[src/rtl/tmr_pkg.sv]
package tmr_pkg;
  localparam logic [3:0] OFF_LOAD = 4'h0;
  localparam logic [3:0] OFF_VAL  = 4'h4;
  localparam logic [3:0] OFF_CTRL = 4'h8;
  localparam logic [3:0] OFF_CLR  = 4'hC;

  localparam int BIT_EN   = 7;
  localparam int BIT_PER  = 6;
  localparam int BIT_FAST = 3;

  typedef struct packed {
    logic en;
    logic periodic;
    logic fast;
  } ctrl_t;
endpackage

[src/rtl/tmr_regs.sv]
module tmr_regs
  import tmr_pkg::*;
#(
  parameter int CNT_W  = 16,
  parameter int DATA_W = 32
) (
  input  logic              clk_i,
  input  logic              rst_ni,
  input  logic [3:0]        addr_i,
  input  logic              we_i,
  input  logic [DATA_W-1:0] wdata_i,
  input  logic [CNT_W-1:0]  cnt_i,
  output ctrl_t             ctrl_o,
  output logic [CNT_W-1:0]  load_o,
  output logic              load_wr_o,
  output logic [CNT_W-1:0]  load_new_o,
  output logic              clr_wr_o,
  output logic [DATA_W-1:0] rdata_o
);
  logic unused_wdata;
  assign unused_wdata = ^wdata_i;

  assign load_wr_o  = we_i && (addr_i == OFF_LOAD);
  assign clr_wr_o   = we_i && (addr_i == OFF_CLR);
  assign load_new_o = wdata_i[CNT_W-1:0];

  always_ff @(posedge clk_i or negedge rst_ni) begin
    if (!rst_ni) begin
      load_o <= '0;
      ctrl_o <= '0;
    end else begin
      if (load_wr_o) load_o <= load_new_o;
      if (we_i && (addr_i == OFF_CTRL))
        ctrl_o <= '{en: wdata_i[BIT_EN], periodic: wdata_i[BIT_PER], fast: wdata_i[BIT_FAST]};
    end
  end

  always_comb begin
    rdata_o = '0;
    unique case (addr_i)
      OFF_LOAD: rdata_o = DATA_W'(load_o);
      OFF_VAL:  rdata_o = DATA_W'(cnt_i);
      OFF_CTRL: begin
        rdata_o[BIT_EN]   = ctrl_o.en;
        rdata_o[BIT_PER]  = ctrl_o.periodic;
        rdata_o[BIT_FAST] = ctrl_o.fast;
      end
      default: rdata_o = '0;
    endcase
  end
endmodule

[src/rtl/tmr_counter.sv]
module tmr_counter
  import tmr_pkg::*;
#(
  parameter int CNT_W = 16
) (
  input  logic             clk_i,
  input  logic             rst_ni,
  input  ctrl_t            ctrl_i,
  input  logic             tick_slow_i,
  input  logic             tick_fast_i,
  input  logic             load_wr_i,
  input  logic [CNT_W-1:0] load_new_i,
  input  logic [CNT_W-1:0] load_i,
  output logic [CNT_W-1:0] cnt_o,
  output logic             uflow_o
);
  logic tick, step;
  logic [CNT_W-1:0] cnt_d;

  assign tick    = ctrl_i.fast ? tick_fast_i : tick_slow_i;
  assign step    = ctrl_i.en && tick && !load_wr_i;   // load write wins
  assign uflow_o = step && (cnt_o == '0);

  always_comb begin
    cnt_d = cnt_o;
    if (load_wr_i)    cnt_d = load_new_i;
    else if (uflow_o) cnt_d = ctrl_i.periodic ? load_i : '1;
    else if (step)    cnt_d = cnt_o - 1'b1;
  end

  always_ff @(posedge clk_i or negedge rst_ni) begin
    if (!rst_ni) cnt_o <= '0;
    else         cnt_o <= cnt_d;
  end
endmodule

[src/rtl/tmr_irq.sv]
module tmr_irq (
  input  logic clk_i,
  input  logic rst_ni,
  input  logic uflow_i,
  input  logic clr_wr_i,
  output logic irq_o
);
  always_ff @(posedge clk_i or negedge rst_ni) begin
    if (!rst_ni)       irq_o <= 1'b0;
    else if (uflow_i)  irq_o <= 1'b1;   // set beats clear
    else if (clr_wr_i) irq_o <= 1'b0;
  end
endmodule

[src/rtl/reload_timer_chan.sv]
module reload_timer_chan
  import tmr_pkg::*;
#(
  parameter int CNT_W  = 16,
  parameter int DATA_W = 32
) (
  input  logic              clk_i,
  input  logic              rst_ni,
  input  logic [3:0]        addr_i,
  input  logic              we_i,
  input  logic [DATA_W-1:0] wdata_i,
  output logic [DATA_W-1:0] rdata_o,
  input  logic              tick_slow_i,
  input  logic              tick_fast_i,
  output logic              irq_o
);
  ctrl_t            ctrl_q;
  logic [CNT_W-1:0] load_q, load_new, cnt_q;
  logic             load_wr, clr_wr, uflow;

  tmr_regs #(.CNT_W(CNT_W), .DATA_W(DATA_W)) i_regs (
    .clk_i, .rst_ni, .addr_i, .we_i, .wdata_i,
    .cnt_i(cnt_q), .ctrl_o(ctrl_q), .load_o(load_q),
    .load_wr_o(load_wr), .load_new_o(load_new),
    .clr_wr_o(clr_wr), .rdata_o
  );

  tmr_counter #(.CNT_W(CNT_W)) i_cnt (
    .clk_i, .rst_ni, .ctrl_i(ctrl_q), .tick_slow_i, .tick_fast_i,
    .load_wr_i(load_wr), .load_new_i(load_new), .load_i(load_q),
    .cnt_o(cnt_q), .uflow_o(uflow)
  );

  tmr_irq i_irq (
    .clk_i, .rst_ni, .uflow_i(uflow), .clr_wr_i(clr_wr), .irq_o
  );
endmodule

[config.mk]
export PLATFORM = sky130hd
export DESIGN_NAME = reload_timer_chan
export DESIGN_NICKNAME = d
export VERILOG_FILES = /design/src/rtl/tmr_pkg.sv /design/src/rtl/tmr_regs.sv /design/src/rtl/tmr_counter.sv /design/src/rtl/tmr_irq.sv /design/src/rtl/reload_timer_chan.sv
export SDC_FILE = /design/constraint.sdc
export NUM_CORES = 1
export LEC_CHECK = 0
export BUFFER_PORTS_ARGS = -buffer_cell sky130_fd_sc_hd__buf_2
export CORE_UTILIZATION = 40
export DETAILED_ROUTE_END_ITERATION = 6
export PLACE_DENSITY_LB_ADDON = 0.08
export SLEW_MARGIN = 10
export SYNTH_ARGS = -nofsm -noshare
export SYNTH_HDL_FRONTEND = slang
export SYNTH_SLANG_ARGS = --single-unit
[constraint.sdc]
create_clock -name clk_i -period 1.8 [get_ports clk_i]
set_input_delay 0.36 -clock clk_i [delete_from_list [all_inputs] [get_ports clk_i]]
set_output_delay 0.36 -clock clk_i [all_outputs]
set_load 0.005 [all_outputs]
==> flow_summary.json <==
{
  "cts_hold_buffers": 0,
  "syn_area_um2": 2240,
  "cts_made_buffers": 5,
  "die_w_um": 76.9,
  "setup_slack_ns": -0.0844,
  "detail_route.drc_violations": 0,
  "grt_util_all_layers_pct": 23.3,
  "io_buffers": 41,
  "routed_via_density": 5.17,
  "clock_latency_ns": 0.30,
  "synthToLayoutAreaGrowth_pct": 46.7,
  "vdd_ir_drop_max_v": 0.000691,
  "worst_ep_arrival_time_ns": 2.07,
  "final.min_clock_period_ns": 1.88,
  "postSynthAreaPerCell_um2": 8.34,
  "finalHoldWorstSlack_ns": 0.0945,
  "setup_viol": 5,
  "fin_crit_sh_pct": 105,
  "outcome": "complete, but fails checks",
  "cp_data_required_time_ns": 1.99,
  "detailed_place_hpwl_mm": 4.70,
  "final_core_utilization_pct": 62.8,
  "timing.max_cap.violations": 0,
  "core_um2": 5240,
  "clk_transition_reported_paths_ns": 0.08,
  "critical_path_class": "reg -> reg",
  "pwr_per_cell_area_nw_per_um2": 1210,
  "globalRoute.totalOverflow": 0,
  "floorplan.initialDensity_pct": 42.8,
  "clkSinkCount": 36,
  "cts-root-buf": "sky130_fd_sc_hd__clkbuf_8",
  "slew_violations": 0,
  "cts-root-to-sink-buffers": 2,
  "finalClockSkew_ns": 0.00897,
  "startpoint_type": "register",
  "synthArstFlopShare_pct": 100,
  "die_area_um2": 5910,
  "endpoint_kind": "register",
  "synth_flop_type": "sky130_fd_sc_hd__dfrtp_1",
  "drt_pre_antenna_iters": 4,
  "antenna_cells_inserted": 0,
  "synth.yosys.seq_area_share_pct": 40.2,
  "number_of_antenna_violations_at_the_first_check_in_global_routing": 0,
  "max_clock_freq_mhz": 531,
  "cts_htree_levels": 2,
  "failed_checks": "setup timing",
  "worst_path_maximum_fanout": 3,
  "routed_wl_mm": 6.87,
  "grt_first_pass_wirelength_mm": 10.6,
  "hold_removal_path_class": "in -> async",
  "synth_edf_count": 0,
  "setup_slack_placement_ns": -0.246,
  "synth.ff_latch_count": 36,
  "wl_per_cell_um": 15.6,
  "drt.antenna.violating_nets": 0,
  "power.leakage_uw": 0.00164,
  "synthesis.yosys.warnings": 0,
  "synth_cell_types": 44,
  "final_layout_size_suffix_gt1_share_pct": 42.2,
  "row_count": 26,
  "final_hold_viol_count": 0,
  "finish.net_count": 411,
  "tritoncts": "done",
  "floorplan.die.height_um": 76.9,
  "initialDrtViolationCount": 125,
  "setup_total_negative_slack_ns": -0.240,
  "vias_in_the_first_global_route": 2171,
  "ioPinCount": 74,
  "pin_count_of_the_biggest_net_entering_global_routing": 37,
  "routed-via-count": 2275,
  "finalWeightedCongestion": 0.843,
  "grt_setup_unrepaired": "true",
  "synthCells": 269
}
## worst max-delay path: stages, from the launching register on
cell and delay, ns:
sky130_fd_sc_hd__dfrtp_1 0.40, sky130_fd_sc_hd__or4_4 0.60, sky130_fd_sc_hd__nor4_4 0.30, sky130_fd_sc_hd__xnor2_1 0.16, sky130_fd_sc_hd__a311oi_2 0.05, sky130_fd_sc_hd__a221o_1 0.26
## per-stage QoR
stage	cells	cell area, um2	power [uW]
floorplan	284	2320	2170
global placement	418	2850	2820
detailed placement	418	2850	2840
CTS	428	3030	3670
global route	440	3290	4240
finish	440	3290	3970
## registers in the layout, summed over array words and instances (netlist names)
register	flops
i_cnt.cnt_o	16
i_irq.irq_o	1
i_regs.ctrl_o	3
i_regs.load_o	16
## power breakdown
part	internal (uW)	switching (uW)	leakage, uW
combinational	991	966	0.00114
sequential	1060	238	0.000451
clock	411	305	0.0000552
total	2460	1510	0.00164
## routing by layer
layer / vias up / part of all wire [%] / GRT usage [%]
li1: 1108 / - / -
met1: 1078 / 44 / 28.9
met2: 71 / 49 / 40.1
met3: 18 / 4.6 / 3.69
met4: 0 / 2.4 / 9.23
met5: - / 0 / 0
## logic make-up (layout without fill, tap and decap cells)
kind of cell	Yosys count	after routing	synth area share (%)
AND/OR/NAND/NOR	122	122	25.9
AO/OA/AOI/OAI	55	55	17.0
buffers and inverters	39	125	9.82
flip-flops	36	36	40.2
XOR/XNOR	10	10	3.91
multiplexers	5	5	2.46
adder cells (fa/ha/maj)	1	1	0.558
other	1	16	0.167
## final timing paths
path	from	endpoint	slack, ns	cells after the start
setup / recovery	i_cnt.cnt_o[10]$_DFFE_PN0P_	i_cnt.cnt_o[12]$_DFFE_PN0P_	-0.08	5
hold / removal	rst_ni	i_regs.load_o[12]$_DFFE_PN0P_	0.09	2
setup reg to reg	i_cnt.cnt_o[10]$_DFFE_PN0P_	i_cnt.cnt_o[12]$_DFFE_PN0P_	-0.08	5
hold reg to reg	i_regs.load_o[9]$_DFFE_PN0P_	i_regs.load_o[9]$_DFFE_PN0P_	0.48	2
max in group asynchronous	rst_ni	i_cnt.cnt_o[9]$_DFFE_PN0P_	1.34	2
min in group clk_i	wdata_i[2]	i_regs.load_o[2]$_DFFE_PN0P_	0.28	3
## cell usage after synthesis (6+ instances only)
cell type	number	area, um2
sky130_fd_sc_hd__nand3_1	13	65.1
sky130_fd_sc_hd__inv_1	8	30.0
sky130_fd_sc_hd__nor2_1	11	41.3
sky130_fd_sc_hd__clkbuf_1	9	33.8
sky130_fd_sc_hd__o21ai_0	20	100
sky130_fd_sc_hd__a22o_1	8	70.1
sky130_fd_sc_hd__dfrtp_1	36	901
sky130_fd_sc_hd__buf_4	16	120
sky130_fd_sc_hd__xor2_1	8	70.1
sky130_fd_sc_hd__nand2_1	70	263
sky130_fd_sc_hd__o211ai_1	6	45.0
sky130_fd_sc_hd__a31oi_1	6	37.5
sky130_fd_sc_hd__nor4_1	6	37.5
## timing repair
item | CTS | global route
setup endpoints to repair | 19 | 31
setup buffers | 2 | 10
pin swaps | 8 | 25
gates resized for setup | 18 | 48
cloned | 0 | 2
## cell type report
type / instances / area, um2
clock buffers: 6 / 72.6
multi-input cells: 209 / 1360
flip-flops and latches: 36 / 902
inverters: 8 / 30.0
repair buffers: 109 / 802
fillers: 450 / 1950
well taps: 70 / 87.6
clock inverters: 2 / 35.0
## cell usage in the layout (no fill, tap or decap), types with 3 or more instances in the layout
cell type | netlist | routed
sky130_fd_sc_hd__xor2_1 | 8 | 8
sky130_fd_sc_hd__conb_1 | 1 | 16
sky130_fd_sc_hd__o211ai_1 | 6 | 6
sky130_fd_sc_hd__o21ai_1 | 1 | 12
sky130_fd_sc_hd__nor4_4 | 1 | 5
sky130_fd_sc_hd__a31oi_1 | 6 | 6
sky130_fd_sc_hd__a21oi_1 | 4 | 3
sky130_fd_sc_hd__clkbuf_8 | 0 | 5
sky130_fd_sc_hd__nor2_2 | 1 | 3
sky130_fd_sc_hd__or4_4 | 2 | 4
sky130_fd_sc_hd__nand3_1 | 13 | 10
sky130_fd_sc_hd__buf_4 | 16 | 53
sky130_fd_sc_hd__buf_6 | 1 | 13
sky130_fd_sc_hd__inv_1 | 8 | 8
sky130_fd_sc_hd__nor2_4 | 0 | 3
sky130_fd_sc_hd__a22o_1 | 8 | 8
sky130_fd_sc_hd__buf_2 | 5 | 39
sky130_fd_sc_hd__nor2_1 | 11 | 6
sky130_fd_sc_hd__mux2_2 | 4 | 4
sky130_fd_sc_hd__dfrtp_1 | 36 | 35
sky130_fd_sc_hd__o21ai_0 | 20 | 8
sky130_fd_sc_hd__nand2_1 | 70 | 70
No activity file was read; power rests on OpenSTA's default activity.
